[config.mk]
export PLATFORM = sky130hd
export DESIGN_NAME = pwr_evt_router
export DESIGN_NICKNAME = d
export VERILOG_FILES = /design/src/rtl/pwr_evt_pkg.sv /design/src/rtl/pwr_evt_sync.sv /design/src/rtl/pwr_evt_status.sv /design/src/rtl/pwr_evt_route.sv /design/src/rtl/pwr_evt_router.sv
export SDC_FILE = /design/constraint.sdc
export NUM_CORES = 1
export LEC_CHECK = 0
export BUFFER_PORTS_ARGS = -buffer_cell sky130_fd_sc_hd__buf_2
export CAP_MARGIN = 20
export CELL_PAD_IN_SITES_DETAIL_PLACEMENT = 1
export CELL_PAD_IN_SITES_GLOBAL_PLACEMENT = 1
export CORE_MARGIN = 8
export CORE_UTILIZATION = 40
export CTS_CLUSTER_SIZE = 14
export DETAILED_ROUTE_END_ITERATION = 7
export GPL_TIMING_DRIVEN = 0
export HOLD_SLACK_MARGIN = 0.03
export PLACE_DENSITY = 0.7
export SLEW_MARGIN = 20
export SYNTH_ARGS = -nofsm -noshare
export SYNTH_HDL_FRONTEND = slang
export SYNTH_SLANG_ARGS = --single-unit
[constraint.sdc]
create_clock -name clk -period 1.55 [get_ports clk]
set_clock_uncertainty 0.2 [all_clocks]
set_input_delay 0.2325 -clock clk [delete_from_list [all_inputs] [get_ports clk]]
set_output_delay 0.2325 -clock clk [all_outputs]
set_load 0.03 [all_outputs]
[src/rtl/pwr_evt_pkg.sv]
package pwr_evt_pkg;
  localparam int N_FIX = 5;
  localparam int N_GP  = 6;
  localparam int N_GBL = 8;

  // fixed events that ignore the route select and always raise SCI
  localparam logic [N_FIX-1:0] FIX_SCI_ONLY  = 5'b11000;
  // power plane membership for resume qualification
  localparam logic [N_FIX-1:0] FIX_STBY_MASK = 5'b00011;
  localparam logic [N_FIX-1:0] FIX_MAIN_MASK = 5'b01000;
  localparam logic [N_GP-1:0]  GP_STBY_MASK  = 6'b011101;
  localparam logic [N_GP-1:0]  GP_MAIN_MASK  = 6'b000010;

  typedef enum logic [1:0] {
    SLP_WORK = 2'd0,
    SLP_POS  = 2'd1,
    SLP_STR  = 2'd2,
    SLP_OFF  = 2'd3
  } slp_state_e;

  typedef enum logic [2:0] {
    RA_FIX_ST  = 3'd0,
    RA_FIX_EN  = 3'd1,
    RA_CTRL    = 3'd2,
    RA_GP_ST   = 3'd3,
    RA_GP_SCI  = 3'd4,
    RA_GP_SMI  = 3'd5,
    RA_GBL_ST  = 3'd6,
    RA_GBL_EN  = 3'd7
  } reg_addr_e;
endpackage

[src/rtl/pwr_evt_sync.sv]
module pwr_evt_sync #(
  parameter int W      = 8,
  parameter int STAGES = 2
) (
  input  logic         clk,
  input  logic         rst,
  input  logic [W-1:0] async_i,
  output logic [W-1:0] rise_o
);
  logic [W-1:0] pipe_q [STAGES];
  logic [W-1:0] prev_q;

  always_ff @(posedge clk) begin
    if (rst) pipe_q[0] <= '0;
    else     pipe_q[0] <= async_i;
  end

  for (genvar s = 1; s < STAGES; s++) begin : g_stage
    always_ff @(posedge clk) begin
      if (rst) pipe_q[s] <= '0;
      else     pipe_q[s] <= pipe_q[s-1];
    end
  end

  always_ff @(posedge clk) begin
    if (rst) prev_q <= '0;
    else     prev_q <= pipe_q[STAGES-1];
  end

  assign rise_o = pipe_q[STAGES-1] & ~prev_q;

  // an edge is reported for one cycle only
  p_rise_single_r2: assert property (@(posedge clk) disable iff (rst)
    (rise_o != '0) |=> ((rise_o & $past(rise_o)) == '0));
endmodule

[src/rtl/pwr_evt_status.sv]
module pwr_evt_status #(
  parameter int W = 8
) (
  input  logic         clk,
  input  logic         rst,
  input  logic [W-1:0] set_i,
  input  logic [W-1:0] clr_i,
  output logic [W-1:0] st_o
);
  logic [W-1:0] st_q;

  for (genvar b = 0; b < W; b++) begin : g_bit
    always_ff @(posedge clk) begin
      if (rst)           st_q[b] <= 1'b0;
      else if (set_i[b]) st_q[b] <= 1'b1;
      else if (clr_i[b]) st_q[b] <= 1'b0;
    end
  end

  assign st_o = st_q;

  // a set bit with no clear stays set
  p_sticky_r2: assert property (@(posedge clk) disable iff (rst)
    ((st_q & ~clr_i) != '0) |=> (((($past(st_q) & ~$past(clr_i))) & ~st_q) == '0));
  // a new edge beats a same-cycle clear
  p_set_wins_r3: assert property (@(posedge clk) disable iff (rst)
    ((set_i & clr_i) != '0) |=> ((st_q & $past(set_i)) == $past(set_i)));
endmodule

[src/rtl/pwr_evt_route.sv]
module pwr_evt_route
  import pwr_evt_pkg::*;
(
  input  logic             clk,
  input  logic             rst,
  input  logic [N_FIX-1:0] fix_st_i,
  input  logic [N_FIX-1:0] fix_en_i,
  input  logic             to_sci_i,
  input  logic [N_GP-1:0]  gp_st_i,
  input  logic [N_GP-1:0]  gp_sci_en_i,
  input  logic [N_GP-1:0]  gp_smi_en_i,
  input  logic [N_GBL-1:0] gbl_st_i,
  input  logic [N_GBL-1:0] gbl_en_i,
  input  logic [N_FIX-1:0] fix_rise_i,
  input  logic [N_GP-1:0]  gp_rise_i,
  input  logic [1:0]       state_i,
  output logic             sci_o,
  output logic             smi_o,
  output logic             wake_o
);
  logic [N_FIX-1:0] fix_act, fix_sci_m, fix_smi_m;
  logic [N_GP-1:0]  gp_en_any;
  logic             sci_n, smi_n, stby_hit, main_hit, wake_n;

  always_comb begin
    fix_act   = fix_st_i & fix_en_i;
    fix_sci_m = to_sci_i ? {N_FIX{1'b1}} : FIX_SCI_ONLY;
    fix_smi_m = to_sci_i ? '0 : ~FIX_SCI_ONLY;
    sci_n = |(fix_act & fix_sci_m) | |(gp_st_i & gp_sci_en_i);
    smi_n = |(fix_act & fix_smi_m) | |(gp_st_i & gp_smi_en_i)
          | |(gbl_st_i & gbl_en_i);
    gp_en_any = gp_sci_en_i | gp_smi_en_i;
    stby_hit = |(fix_rise_i & fix_en_i & FIX_STBY_MASK)
             | |(gp_rise_i & gp_en_any & GP_STBY_MASK);
    main_hit = |(fix_rise_i & fix_en_i & FIX_MAIN_MASK)
             | |(gp_rise_i & gp_en_any & GP_MAIN_MASK);
    wake_n = (state_i != SLP_WORK && stby_hit) || (state_i == SLP_POS && main_hit);
  end

  always_ff @(posedge clk) begin
    if (rst) begin
      sci_o  <= 1'b0;
      smi_o  <= 1'b0;
      wake_o <= 1'b0;
    end else begin
      sci_o  <= sci_n;
      smi_o  <= smi_n;
      wake_o <= wake_n;
    end
  end

  // outputs are clear right after reset
  p_rst_quiet_r1: assert property (@(posedge clk)
    rst |=> (!sci_o && !smi_o && !wake_o));
  // no resume request while working
  p_no_wake_work_r11: assert property (@(posedge clk) disable iff (rst)
    (state_i == SLP_WORK) |=> !wake_o);
  // global bits alone never raise SCI
  p_gbl_no_sci_r7: assert property (@(posedge clk) disable iff (rst)
    ((fix_act == '0) && ((gp_st_i & gp_sci_en_i) == '0)) |=> !sci_o);
  // main-plane events wake only from power-on suspend
  p_main_pos_only_r10: assert property (@(posedge clk) disable iff (rst)
    (!stby_hit && state_i != SLP_POS) |=> !wake_o);
  // timer carry and firmware release never raise SMI
  p_fix_sci_only_r5: assert property (@(posedge clk) disable iff (rst)
    (((fix_act & ~FIX_SCI_ONLY) == '0) && ((gp_st_i & gp_smi_en_i) == '0)
      && ((gbl_st_i & gbl_en_i) == '0)) |=> !smi_o);
endmodule

[src/rtl/pwr_evt_router.sv]
module pwr_evt_router
  import pwr_evt_pkg::*;
#(
  parameter int DATA_W      = 8,
  parameter int ADDR_W      = 3,
  parameter int SYNC_STAGES = 2
) (
  input  logic              clk,
  input  logic              rst,
  input  logic [N_FIX-1:0]  fix_evt_i,
  input  logic [N_GP-1:0]   gp_evt_i,
  input  logic [N_GBL-1:0]  gbl_evt_i,
  input  logic [1:0]        sleep_state_i,
  input  logic [ADDR_W-1:0] reg_addr_i,
  input  logic              reg_wr_i,
  input  logic [DATA_W-1:0] reg_wdata_i,
  output logic [DATA_W-1:0] reg_rdata_o,
  output logic              sci_o,
  output logic              smi_o,
  output logic              wake_o
);
  localparam int N_ALL = N_FIX + N_GP + N_GBL;

  logic [N_ALL-1:0] evt_all, rise_all;
  logic [N_FIX-1:0] fix_rise, fix_st, fix_clr, fix_en_q;
  logic [N_GP-1:0]  gp_rise, gp_st, gp_clr, gp_sci_en_q, gp_smi_en_q;
  logic [N_GBL-1:0] gbl_rise, gbl_st, gbl_clr, gbl_en_q;
  logic             to_sci_q;
  logic [DATA_W-1:0] rdata_n;

  assign evt_all = {gbl_evt_i, gp_evt_i, fix_evt_i};

  pwr_evt_sync #(.W(N_ALL), .STAGES(SYNC_STAGES)) u_sync (
    .clk(clk), .rst(rst), .async_i(evt_all), .rise_o(rise_all));

  assign fix_rise = rise_all[N_FIX-1:0];
  assign gp_rise  = rise_all[N_FIX+N_GP-1:N_FIX];
  assign gbl_rise = rise_all[N_ALL-1:N_FIX+N_GP];

  // write-one-to-clear strobes
  assign fix_clr = (reg_wr_i && reg_addr_i == RA_FIX_ST) ? reg_wdata_i[N_FIX-1:0] : '0;
  assign gp_clr  = (reg_wr_i && reg_addr_i == RA_GP_ST)  ? reg_wdata_i[N_GP-1:0]  : '0;
  assign gbl_clr = (reg_wr_i && reg_addr_i == RA_GBL_ST) ? reg_wdata_i[N_GBL-1:0] : '0;

  pwr_evt_status #(.W(N_FIX)) u_fix_st (
    .clk(clk), .rst(rst), .set_i(fix_rise), .clr_i(fix_clr), .st_o(fix_st));
  pwr_evt_status #(.W(N_GP)) u_gp_st (
    .clk(clk), .rst(rst), .set_i(gp_rise), .clr_i(gp_clr), .st_o(gp_st));
  pwr_evt_status #(.W(N_GBL)) u_gbl_st (
    .clk(clk), .rst(rst), .set_i(gbl_rise), .clr_i(gbl_clr), .st_o(gbl_st));

  always_ff @(posedge clk) begin
    if (rst) begin
      fix_en_q    <= '0;
      to_sci_q    <= 1'b0;
      gp_sci_en_q <= '0;
      gp_smi_en_q <= '0;
      gbl_en_q    <= '0;
    end else if (reg_wr_i) begin
      case (reg_addr_i)
        RA_FIX_EN: fix_en_q    <= reg_wdata_i[N_FIX-1:0];
        RA_CTRL:   to_sci_q    <= reg_wdata_i[0];
        RA_GP_SCI: gp_sci_en_q <= reg_wdata_i[N_GP-1:0];
        RA_GP_SMI: gp_smi_en_q <= reg_wdata_i[N_GP-1:0];
        RA_GBL_EN: gbl_en_q    <= reg_wdata_i[N_GBL-1:0];
        default: ;
      endcase
    end
  end

  always_comb begin
    rdata_n = '0;
    case (reg_addr_i)
      RA_FIX_ST: rdata_n[N_FIX-1:0] = fix_st;
      RA_FIX_EN: rdata_n[N_FIX-1:0] = fix_en_q;
      RA_CTRL:   rdata_n[0]         = to_sci_q;
      RA_GP_ST:  rdata_n[N_GP-1:0]  = gp_st;
      RA_GP_SCI: rdata_n[N_GP-1:0]  = gp_sci_en_q;
      RA_GP_SMI: rdata_n[N_GP-1:0]  = gp_smi_en_q;
      RA_GBL_ST: rdata_n[N_GBL-1:0] = gbl_st;
      RA_GBL_EN: rdata_n[N_GBL-1:0] = gbl_en_q;
      default: ;
    endcase
  end

  always_ff @(posedge clk) begin
    if (rst) reg_rdata_o <= '0;
    else     reg_rdata_o <= rdata_n;
  end

  pwr_evt_route u_route (
    .clk(clk), .rst(rst),
    .fix_st_i(fix_st), .fix_en_i(fix_en_q), .to_sci_i(to_sci_q),
    .gp_st_i(gp_st), .gp_sci_en_i(gp_sci_en_q), .gp_smi_en_i(gp_smi_en_q),
    .gbl_st_i(gbl_st), .gbl_en_i(gbl_en_q),
    .fix_rise_i(fix_rise), .gp_rise_i(gp_rise), .state_i(sleep_state_i),
    .sci_o(sci_o), .smi_o(smi_o), .wake_o(wake_o));

  // a clear write without a new edge empties the addressed bits
  p_w1c_r3: assert property (@(posedge clk) disable iff (rst)
    ((fix_clr & ~fix_rise) != '0) |=> ((fix_st & $past(fix_clr & ~fix_rise)) == '0));
  // control register reads back what was written
  p_ctrl_rd_r12: assert property (@(posedge clk) disable iff (rst)
    (reg_addr_i == RA_CTRL) |=> (reg_rdata_o == {{(DATA_W-1){1'b0}}, $past(to_sci_q)}));
endmodule

## Yosys cells after proc, flatten, opt, wreduce, memory -nomap -nowiden

Memory sizes are Yosys's and may differ from the RTL's.
Index checks and enable logic that the tools add are counted.

| word-level totals | value |
|---|---|
| flip-flop bits (word level) | 75 |
| logic and storage cells | 147 |
| memories kept | 1 |
| bits in writable memories | 38 |

| operators by class | value |
|---|---|
| reduce and logical (&&, ||, !) cells | 39 |
| bitwise operators | 18 |
| multiplexer cells | 52 |
| equal/unequal tests | 8 |

Memories:

| memory | words | width | read ports | clocked after memory_dff | write ports | RTL line | text |
|---|---|---|---|---|---|---|---|
| u_sync.pipe_q | 2 | 19 | 2 | 0 | 2 | pwr_evt_sync.sv:10 | `logic [W-1:0] pipe_q [STAGES];` |

Operator list:

| kind | number |
|---|---|
| $mux 1 | 41 |
| $reduce_bool 2->1 | 20 |
| $mux 19 | 2 |
| $pmux 4 s7 | 1 |
| $and 5x5->5 | 4 |
| $and 19x19->19 | 1 |
| $not 19->19 | 1 |
| $and 6x6->6 | 2 |
| $eq 3x3->1 const B | 4 |
| $reduce_or 6->1 | 2 |
| $reduce_and 2->1 | 5 |
| $reduce_or 5->1 | 2 |
| $and 8x8->8 | 1 |
| $mux 8 | 1 |
| $pmux 1 s8 | 1 |
| $reduce_or 8->1 | 1 |
| $or 1x1->1 | 7 |
| $eq 3x2->1 const B | 2 |
| $mux 3 | 2 |
| $mux 6 | 1 |
| $logic_and 1x1->1 | 5 |
| $mux 5 | 1 |
| $or 5x5->5 | 1 |
| $pmux 1 s5 | 1 |
| other kinds (8) | 8 |

## Depth between registers and ports, before layout

Gate-level depths: netlist of the first run.

| logic depth | value |
|---|---|
| depth in word-level cells | 7 |
| mapped depth | 6 |
| depth with buffers taken out | 4 |

## Hierarchy

From an unflattened synthesis of the first run, not the netlist that was laid out.

| unflattened totals | value |
|---|---|
| cell total of the unflattened synthesis | 441 |
| area total of the unflattened synthesis | 4474.3 µm² |

By module, submodules not included:

| module | instances | area an instance (µm²) | cells each | seq. area each (µm²) |
|---|---|---|---|---|
| pwr_evt_router | 1 | 1727.9 | 192 | 680.7 |
| pwr_evt_sync | 1 | 1671.6 | 139 | 1141.1 |
| pwr_evt_status at u_gbl_st | 1 | 381.6 | 33 | 160.2 |
| pwr_evt_route | 1 | 262.8 | 33 | 60.1 |
| pwr_evt_status at u_gp_st | 1 | 255.2 | 24 | 120.1 |
| pwr_evt_status at u_fix_st | 1 | 175.2 | 20 | 100.1 |

## Worst setup path before layout of the first run

Ideal clock, no wire load.

| timing path | value |
|---|---|
| path type | input port to flip-flop |
| start | input port reg_addr_i[2] |
| end | register reg_rdata_o[1] |
| setup slack | -0.019 ns |
| arrival | 1.241 ns |
| library setup time | 0.128 ns |
| stages | 6 |
| required time | 1.222 ns |
| cell sequence | buf_6 > buf_2 > mux2_2 > a22o_1 > mux2i_1 > nor2_1 |

| between the ends | value |
|---|---|
| cells in the longest elaborated chain, start to end | 2 |
| elaborated cells between the ends (all ways) | 8 |
| those cells by class | eq/ne: 6; mux: 1; reduce/logical: 1 |

Ends and longest elaborated chain:

| what | RTL line | text |
|---|---|---|
| from (decl) | pwr_evt_router.sv:14 | `input logic [ADDR_W-1:0] reg_addr_i,` |
| $eq 3x3->1, or another cell as far along | pwr_evt_router.sv:73 | `case (reg_addr_i)` |
| $pmux 4 s7 * | pwr_evt_router.sv:73 |  |
| to (signal assigned) | pwr_evt_router.sv:88 | `else reg_rdata_o <= rdata_n;` |
| to (decl) | pwr_evt_router.sv:17 | `output logic [DATA_W-1:0] reg_rdata_o,` |

Mark *: on every way between the ends. The rest lies on a longest branch, timed or not.
A chain may end at the register's enable or synchronous reset.

## Final worst setup path of the first run

| timing path | value |
|---|---|
| start | register gbl_en_q[0] |
| end | register reg_rdata_o[0] |

| between the ends | value |
|---|---|
| cells in the longest elaborated chain, start to end | 1 |

Ends and longest elaborated chain:

| what | RTL line | text |
|---|---|---|
| from (decl) | pwr_evt_router.sv:27 | `logic [N_GBL-1:0] gbl_rise, gbl_st, gbl_clr, gbl_en_q;` |
| from (signal assigned) | pwr_evt_router.sv:65 | `RA_GBL_EN: gbl_en_q <= reg_wdata_i[N_GBL-1:0];` |
| $pmux 1 s8 | pwr_evt_router.sv:73 |  |

No other way between the ends.

==> impl_results.md, run 1 <==
- RSZ-0062 raised after global routing: true
- IO Count: 46
- Rows: 37
- Congestion Overflow GR: 0
- Leading cell type in the layout, fill and taps excluded: dfxtp_1
- Max-slew violations: 0
- Share of layout cells above drive strength 1: ~17%
- Yosys cell types: 40
- All-layer global routing usage: 18.2%
- WL final: about 12000 µm
- Avg Inst Size Synth: 9.70 µm²
- First-pass GRT wire length: 19400 µm
- Simple-Gate Fraction of Synth Area: 24.8%
- Clock period minus worst slack: approximately 1.5 ns
- Placed cells: 605
- Avg Vias per Cell: 5.04
- DR pass1 iterations: 6
- TritonCTS clock tree: done
- H-tree depth: 4
- Most frequent cells in the layout: 111 x dfxtp_1, 74 x nor2b_1, 47 x nor2_1, 45 x buf_2, 45 x nand2_1
- Mux cell area share after synthesis: 7.99%
- Worst Path Required: between 1.5 and 2 ns
- Register area share after synthesis: 54.5%
- Critical-path top delay cell: dfxtp_2
- Residual DRC count: 0
- Setup slack after layout: roughly 0.013 ns
- Port Buf Inserts: 41
- Flops & latches, synth: between 100 and 150
- Buf+Inv Stages, Crit Path: 0
- WP data arrival: approximately 1.7 ns
- Hold WC Path Type: in -> reg
- Via count: 3429
- Final setup fails: 0
- Pleak: 2.30 nW
- Delay-heaviest family, CP: compound AO/OA/AOI/OAI gates
- CP max FO: 3
- Slowest cell delay on critical path: 0.33 ns
- Antenna diodes: 0
- Synth Area in Adders: 0%
- P&R area growth vs syn: 36.4%
- Max VDD drop: 0.990 mV
- Path type of the worst setup path: reg -> reg
- Cell Chain, Critical Path: mux2_4 > a22o_4 > a2111oi_4 > nor3_2
- Largest family of logic cells by synthesized area: simple AND/OR/NAND/NOR gates
- Root buf cell: clkbuf_8
- Place WS: -0.318 ns
- Drt initial violations: approximately 210
- Post-route ant nets: 0
- Max Buffers Root-to-Sink: 2
- Synth Warn #: 0
- Synth Area in XOR/XNOR: 0%
- Max Fclk: about 0.65 GHz
- WL per Instance: between 15 and 20 µm
- Netlist Area Pre-Place: 4150 µm²
- Max cap viols: 0
- Top FF cell, synth: dfxtp_1
- Core box area: 10200 µm²
- Synth Area in Compound Gates: between 10% and 20%
- Slew @ Worst Pin: 0.758 ns
- Num CTS Buffers: 17
- Gp weighted congestion: 0.873
- Net Count, Synth: 463
- Max_slew headroom: 49.4%
- Final hold vios: 0
- Top cells by area, synth: dfxtp_1 55%, nor2b_1 11%, mux2i_1 6.3%
- Non-Filler Instances: just under 700
- Die X: 118 µm
- Power density over the cells: between 1000 and 1500 nW/µm²
- CTS sink count: 113
- Ys async rst share: 0%
- Clk slew on worst S/H paths: 0.06 ns
- Vias in the first global route: 3682
- Die ar.: 13900 µm²
- Chip height: 118 µm
- Crit start category: flop
- Critical Path End Type: flop
- Synth area leader: dfxtp_1
- Starting density of the core: 40.7%
- Status: finished, final reports clean
- Final period util: 99.2%
- # fillers: 1150
- Hpwl dp: 8030 µm
- Largest net degree at the start of global routing: 17
- Synth top area share: approximately 55%
- Worst skew pair latency: 0.52 ns
- Fin nets: 567
- Post-synth EDFFs: 0
- Mapped Cells: ~430
- Initial antenna violation count: 0
## tightest hold or removal path, stage by stage
cell	delay, ns
buf_6	0.11
mux2_2	0.15
a22o_1	0.11
a21oi_1	0.06
nor2_1	0.08
## cells in the mapped netlist, drive strengths merged, types with 3 or more instances
master / n
mux2: 4
buf: 10
nand2: 45
nand2b: 8
clkbuf: 14
nand3: 3
nor2b: 74
nor3: 7
mux2i: 26
o21ai: 4
a221oi: 3
nor2: 47
dfxtp: 113
a21oi: 30
a22oi: 8
a22o: 8
## repair_timing
item / CTS / global route
hold endpoints to repair: 100 / 0
pin swaps: 3 / 1
setup endpoints to repair: 1 / 2
resized for setup: 2 / 3
hold buffers: 43 / 0
setup buffers: 1 / 0
## state kept, by name (all words and copies together), names as in the netlist, 6 cells and up
name	count
gbl_en_q	8
gp_sci_en_q	6
gp_smi_en_q	6
reg_rdata_o	8
u_gbl_st.st_o	8
u_gp_st.st_o	6
u_sync.pipe_q	38
u_sync.prev_q	19
## where the power goes
group	internal [W]	total [W]	switching (W)
registers	0.00302	0.00308	0.0000662
logic	0.000240	0.000505	0.000265
clock network	0.00306	0.00437	0.00132
total	0.00631	0.00796	0.00165
## routing by layer
layer / GRT usage, % / up-vias / share of wire, %
met1: 20.4 / 1662 / 43
li1: - / 1653 / -
met3: 6.28 / 21 / 4.9
met2: 30.9 / 93 / 50
met4: 7.29 / 0 / 2.1
met5: 0 / - / 0
## final cells by class
cell class | instances | area [µm²] | share of cell area, %
sequential | 113 | 2260 | 40.0
buffer | 24 | 110 | 1.94
timing repair buffer | 85 | 643 | 11.4
clock inverter | 10 | 204 | 3.60
inverter | 1 | 3.75 | 0.0663
tap | 136 | 170 | 3.01
clock buffer | 22 | 463 | 8.18
multi-input combinational | 290 | 1800 | 31.8
## worst paths after layout
| path | start | cells after the start | to | slack [ns] |
|---|---|---|---|---|
| setup / recovery | gbl_en_q[0]$_SDFFE_PP0P_ | 4 | reg_rdata_o[0]$_SDFF_PP0_ | 0.01 |
| setup reg to reg | gbl_en_q[0]$_SDFFE_PP0P_ | 4 | reg_rdata_o[0]$_SDFF_PP0_ | 0.01 |
| hold reg to reg | u_sync.pipe_q[0][18]$_SDFF_PP0_ | 1 | u_sync.pipe_q[1][18]$_SDFF_PP0_ | 0.24 |
| hold / removal | reg_addr_i[2] | 5 | reg_rdata_o[5]$_SDFF_PP0_ | 0.07 |
## per-stage QoR
step           hold WS, ns  setup TNS (ns)  power, W  area, µm²  util (%)
2_1_floorplan        0.161               0   0.00338       4150         -
3_3_place_gp         0.218           -7.59   0.00353       4530      44.5
3_5_place_dp         0.225           -9.26   0.00355       4530      44.5
4_1_cts             0.0441        -0.00301   0.00801       5640      55.3
5_1_grt             0.0740         -0.0351   0.00821       5660      55.6
6_report            0.0698               0   0.00796       5660      55.6
## cell families after synthesis
kind of cell           count (synthesis)
AO/OA/AOI/OAI                         63
AND/OR/NAND/NOR                      196
multiplexers                          31
buffers and inverters                 25
flip-flops                           113
Power figures use the tool's default switching activity.
==> inputs of run 2 (changes only) <==
--- a/config.mk
+++ b/config.mk
@@ -10,13 +10,14 @@
 export CELL_PAD_IN_SITES_DETAIL_PLACEMENT = 1
 export CELL_PAD_IN_SITES_GLOBAL_PLACEMENT = 1
 export CORE_MARGIN = 8
-export CORE_UTILIZATION = 40
+export CORE_UTILIZATION = 41
 export CTS_CLUSTER_SIZE = 14
 export DETAILED_ROUTE_END_ITERATION = 7
 export GPL_TIMING_DRIVEN = 0
 export HOLD_SLACK_MARGIN = 0.03
-export PLACE_DENSITY = 0.7
+export PLACE_DENSITY = 0.71
 export SLEW_MARGIN = 20
 export SYNTH_ARGS = -nofsm -noshare
 export SYNTH_HDL_FRONTEND = slang
+export SYNTH_HIERARCHICAL = 1
 export SYNTH_SLANG_ARGS = --single-unit
==> impl_results.md, run 2 <==
- Max reg flops: 38
- Final setup fails: 0
- Final period util: between 90 and 100%
- FF/Latch Area: 2260 µm²
- Chip height: 120 µm
- Netlist Area Pre-Place: 4470 µm²
- # fillers: 1205
- Top FF cell, synth: dfxtp_1
- Max cap viols: 0
- Path type of the worst setup path: reg -> reg
- Clk slew on worst S/H paths: 0.06 ns
- Slowest cell delay on critical path: between 0.5 and 0.6 ns
- Slew @ Worst Pin: 0.611 ns
- Avg Inst Size Synth: 10.1 µm²
- Residual DRC count: 0
- TritonCTS clock tree: done
- Critical Path End Type: flop
- Pleak: roughly 2.3 nW
- Mux cell area share after synthesis: 7.13%
- Rows: 38
- Power density over the cells: 1270 nW/µm²
- Num CTS Buffers: 17
- IO Count: 46
- Final hold vios: 0
- CTS sink count: 113
- Worst r2r dst: u_route/smi_o$_SDFF_PP0_
- Avg Vias per Cell: 4.97
- Initial antenna violation count: 0
- Max_slew headroom: 59.1%
- Setup slack after layout: 0.00448 ns
- Synth Area in Adders: 0%
- Flops & latches, synth: 113
- Max Buffers Root-to-Sink: 2
- Mapped Cells: 441
- Crit start category: flop
- Simple-Gate Fraction of Synth Area: 26.6%
- Die X: 120 µm
- WL final: 12000 µm
- Most frequent cell after synthesis: dfxtp_1
- DR pass1 iterations: 4
- P&R area growth vs syn: 30.6%
- Via count: 3455
- WP data arrival: 1.70 ns
- Crit path to: u_route/smi_o$_SDFF_PP0_
- Reg2reg start: fix_en_q[1]$_SDFFE_PP0P_
- Die ar.: 14500 µm²
- Hpwl dp: 8160 µm
- Register area share after synthesis: roughly half
- Starting density of the core: a little over two fifths
- Flop-to-flop setup slack: 0.004 ns
- Leading cell type in the layout, fill and taps excluded: dfxtp_1
- Core box area: 10700 µm²
- Worst Path Required: 1.71 ns
- Largest family of logic cells by synthesized area: simple AND/OR/NAND/NOR gates
- H-tree depth: 4
- Pwr Total: 0.00739 W
- Place WS: -0.473 ns
- Synth Area in Compound Gates: 10.8%
- Drt initial violations: ~120
- Root buf cell: clkbuf_8
- Synth Warn #: 6
- Critical-path top delay cell: a222oi_1
- Most frequent cells in the layout: 113 x dfxtp_1, 77 x nor2b_1, 47 x buf_2, 38 x dlygate4sd3_1, 29 x nor2_1
- Gp weighted congestion: 0.864
- Largest net degree at the start of global routing: 17
- Status: finished, final reports clean
- Biggest registers after layout: u_sync/pipe_q (38), u_sync/prev_q (19)
- Max VDD drop: 0.642 mV
- Cell Chain, Critical Path: a222oi_1 > or2_1 > a41oi_1
- Multi-input logic area: 2000 µm²
- Antenna diodes: 0
- Share of layout cells above drive strength 1: 22.3%
- Vias in the first global route: 3733
- Max Fclk: 0.647 GHz
- Crit path launch: fix_en_q[1]$_SDFFE_PP0P_
- Worst skew pair latency: 0.51 ns
- Clock period minus worst slack: 1.55 ns
- Port Buf Inserts: 44
- Congestion Overflow GR: 0
- Hold WC Path Type: in -> reg
- Top cells by count, synth: 113 x dfxtp_1, 77 x nor2b_1, 29 x nor2_1
- Post-synth EDFFs: 0
- Net Count, Synth: approximately 480
- Synth area leader: dfxtp_1
- Synth top area share: 50.6%
- Hold Path Origin: rst
- Setup TNS Final: 0 ns
- Synth Area in XOR/XNOR: 0%
- R2R depth: 3
- WL per Instance: 17.3 µm
- First-pass GRT wire length: 19700 µm
- Yosys cell types: between 40 and 50
- All-layer global routing usage: 17.6%
- Fin nets: 577
- Ys async rst share: 0%
- CP max FO: 4
- Largest Register: u_sync/pipe_q
- Top cells by area, synth: dfxtp_1 51%, nor2b_1 11%, mux2i_1 5.4%
- Post-route ant nets: 0
- Max-slew violations: 0
run 2: layout make-up:
cell class | count | share of cell area, %
Sequential cell | 113 | 38.7
Multi-Input combinational cell | 290 | 34.3
Timing Repair Buffer | 82 | 10.3
Clock buffer | 23 | 8.16
Tap cell | 140 | 3.00
Buffer | 18 | 2.46
Clock inverter | 9 | 1.80
Inverter | 20 | 1.28
run 2: per-layer routing:
layer | vias up | wire, µm | GRT usage, %
li1 | 1679 | - | -
met1 | 1672 | 5150 | 20.2
met2 | 80 | 5970 | 29.5
met3 | 24 | 621 | 5.41
met4 | 0 | 298 | 8.35
met5 | - | 0 | 0
run 2: worst min path at each step:
stage	endpoint	slack, ns	depth (start not counted)
after CTS	gp_sci_en_q[4]$_SDFFE_PP0P_	0.03	5
final	u_sync/pipe_q[0][5]$_SDFF_PP0_	0.05	3
after floorplan	u_fix_st/st_o[0]$_SDFFE_PP0P_	0.10	1
after global routing	reg_rdata_o[2]$_SDFF_PP0_	0.06	3
after global placement	u_sync/pipe_q[1][15]$_SDFF_PP0_	0.22	1
after detailed placement	u_sync/pipe_q[1][17]$_SDFF_PP0_	0.23	1
run 2: critical path: cells and delay by family (launching register included):
family,cells,cell delay [ns]
AND/OR/NAND/NOR,1,0.18
AO/OA/AOI/OAI,2,0.67
flip-flops,1,0.34
run 2: repair_timing:
item,in CTS,in global routing
setup endpoints to repair,0,7
hold endpoints to repair,63,0
hold buffers,38,0
buffers inserted,0,0
gates resized for setup,0,4
run 2: where the power goes:
group	internal [W]	total, W	switching (W)
sequential	0.00302	0.00309	0.0000741
clock	0.00245	0.00377	0.00132
combinational	0.000265	0.000534	0.000270
total	0.00573	0.00739	0.00167
run 2: logic make-up (layout without fill, tap and decap cells):
group,Yosys count,in the layout
and+or+nand+nor,190,190
buffers and inverters,38,152
AOI/OAI and AO/OA,71,71
muxes,29,29
DFF,113,113
run 2: per-stage QoR:
stage	hold WS (ns)	utilization [%]	cell area, µm²	cells
2_1_floorplan	0.102	-	4470	441
3_3_place_gp	0.219	45.3	4870	625
3_5_place_dp	0.227	45.3	4870	625
4_1_cts	0.0280	54.3	5830	695
5_1_grt	0.0594	54.4	5840	695
6_report	0.0520	54.4	5840	695
==> inputs of run 3 (changes only) <==
--- a/config.mk
+++ b/config.mk
@@ -13,9 +13,10 @@
 export CORE_UTILIZATION = 41
 export CTS_CLUSTER_SIZE = 14
 export DETAILED_ROUTE_END_ITERATION = 7
+export GPL_ROUTABILITY_DRIVEN = 0
 export GPL_TIMING_DRIVEN = 0
 export HOLD_SLACK_MARGIN = 0.03
-export PLACE_DENSITY = 0.71
+export PLACE_DENSITY_LB_ADDON = 0.1
 export SLEW_MARGIN = 20
 export SYNTH_ARGS = -nofsm -noshare
 export SYNTH_HDL_FRONTEND = slang
==> impl_results.md, run 3 (same netlist as run 2, synthesis figures left out) <==
- Status: finished, final reports clean
- CP max FO: 4
- Most frequent cells in the layout: 113 x dfxtp_1, 77 x nor2b_1, 48 x buf_2, 36 x dlygate4sd3_1, 29 x nor2_1
- Worst skew pair latency: ~0.52 ns
- GR Util met1: 20.2%
- Clock period minus worst slack: approximately 1.5 ns
- Met3 Use GR: 5.13%
- Max reg flops: 38
- Final setup fails: 0
- Max cap viols: 0
- Largest Register: u_sync/pipe_q
- Flop-to-flop setup slack: 0.04 ns
- Critical Path End Type: flop
- Die X: roughly 120 µm
- Largest net degree at the start of global routing: 17
- Sw Pwr: between 0.0015 and 0.002 W
- Leading cell type in the layout, fill and taps excluded: dfxtp_1
- Reg2reg start: u_gp_st/st_o[1]$_SDFFE_PP0P_
- Worst r2r dst: u_route/smi_o$_SDFF_PP0_
- Antenna diodes: 0
- CTS sink count: 113
- Avg Vias per Cell: 4.92
- Sequential power share: 40.7%
- Switching part of the total: 22.9%
- Final period util: 97.1%
- Final hold vios: 0
- Met2 Resource Use GR: between 30 and 40%
- Setup slack after layout: 0.0447 ns
- Die ar.: 14500 µm²
- WL final: around 12000 µm
- Max VDD drop: 0.736 mV
- Place WS: -0.472 ns
- Slew @ Worst Pin: 0.700 ns
- R2R depth: 3
- Drt initial violations: 182
- Max-slew violations: 0
- Max Fclk: 0.664 GHz
- Residual DRC count: 0
- Internal power: about 0.0059 W
- Max Buffers Root-to-Sink: 2
- All-layer global routing usage: 17.7%
- Power density over the cells: roughly 1300 nW/µm²
- Crit start category: flop
- Num CTS Buffers: 17
- Pleak: 2.33 nW
- Share of layout cells above drive strength 1: between 20% and 30%
- IO Count: 46
- Crit path to: u_route/smi_o$_SDFF_PP0_
- Max_slew headroom: 53.1%
- Via count: 3413
- Initial antenna violation count: 0
- H-tree depth: 4
- Biggest registers after layout: u_sync/pipe_q (38), u_sync/prev_q (19)
- Global routing's busiest layer: met2
- Crit path launch: u_gp_st/st_o[1]$_SDFFE_PP0P_
- Comb power frac: 7.0%
- Congestion Overflow GR: 0
- Fin nets: approximately 580
- Post-route ant nets: 0
- Clk pwr share: a little over half
- Worst hold margin: around 0.045 ns
- Worst Path Required: 1.71 ns
- Root buf cell: clkbuf_8
- Core box area: 10700 µm²
- Port Buf Inserts: 44
- # fillers: ~1200
- DR pass1 iterations: 4
- Path type of the worst setup path: reg -> reg
- Clk slew on worst S/H paths: roughly 0.060 ns
- WL per Instance: 17.8 µm
- Chip height: 120 µm
- Hpwl dp: 8260 µm
- First-pass GRT wire length: between 15000 and 20000 µm
- Hold WC Path Type: in -> reg
- Rows: 38
- RSZ-0062 raised after global routing: false
- Starting density of the core: 41.6%
- WP data arrival: 1.67 ns
- Pwr Total: 0.00759 W
- Vias in the first global route: 3704
- P&R area growth vs syn: 30.5%
- TritonCTS clock tree: done
run 3: changes by cell type in the layout (fill, tap and decap cells not counted), sizes merged:
cell | previous run | this run
clkbuf | 26 | 23
clkinv | 3 | 5
clkinvlp | 4 | 2
dlygate4sd3 | 38 | 36
inv | 20 | 22
bufinv | 2 | 3
run 3: worst min-delay path by stage:
stage	from	end	cells past startpoint
2_1_floorplan	rst	u_fix_st/st_o[0]$_SDFFE_PP0P_	1
3_3_place_gp	u_sync/pipe_q[0][15]$_SDFF_PP0_	u_sync/pipe_q[1][15]$_SDFF_PP0_	1
3_5_place_dp	u_sync/pipe_q[0][14]$_SDFF_PP0_	u_sync/pipe_q[1][14]$_SDFF_PP0_	1
4_1_cts	reg_addr_i[0]	fix_en_q[3]$_SDFFE_PP0P_	5
5_1_grt	reg_addr_i[1]	to_sci_q$_SDFFE_PP0P_	4
6_report	rst	reg_rdata_o[1]$_SDFF_PP0_	3
run 3: cell type report:
class                      count  area, µm²  area share [%]
timing repair buffer          80        581            9.94
clock buffer                  20        455            7.80
sequential                   113       2260            38.7
multi-input combinational    290       1990            34.1
clock inverter                12        155            2.66
tap                          140        175            3.00
buffer                        18        144            2.46
inverter                      20       75.1            1.29
run 3: power groups by stage:
stage	Clock (W)	Combinational, W	Sequential (W)
after floorplan	0	0.000282	0.00314
after global placement	0	0.000442	0.00315
after detailed placement	0	0.000453	0.00315
after CTS	0.00403	0.000532	0.00309
after global routing	0.00420	0.000575	0.00310
final	0.00397	0.000531	0.00309
run 3: metrics by stage:
step / setup TNS [ns] / cells / area (µm²) / util, %
after CTS: 0 / 693 / 5840 / 54.4
after detailed placement: -12.44 / 625 / 4870 / 45.3
after global placement: -11.75 / 625 / 4870 / 45.3
final: 0 / 693 / 5840 / 54.4
after floorplan: 0 / 441 / 4470 / -
after global routing: 0 / 693 / 5840 / 54.4
run 3: worst max-delay path, stage by stage, from the launching register on:
cell and delay, ns:
dfxtp_1 0.37, a22o_1 0.26, a221oi_1 0.31, a41oi_1 0.21
run 3: metal layers:
| layer | up-vias | share of wire, % | wire length [µm] |
|---|---|---|---|
| met5 | - | 0 | 0 |
| met4 | 0 | 2.9 | 352 |
| met3 | 24 | 3.9 | 480 |
| met2 | 80 | 49 | 5980 |
| met1 | 1644 | 45 | 5500 |
| li1 | 1665 | - | - |
run 3: repair_timing:
| item | 4_1_cts | 5_1_grt |
|---|---|---|
| endpoints found under the setup margin | 0 | 0 |
| endpoints found under the hold margin | 61 | 0 |
| hold buffers | 36 | 0 |
| resized for setup | 0 | 0 |
| buffers inserted | 0 | 0 |
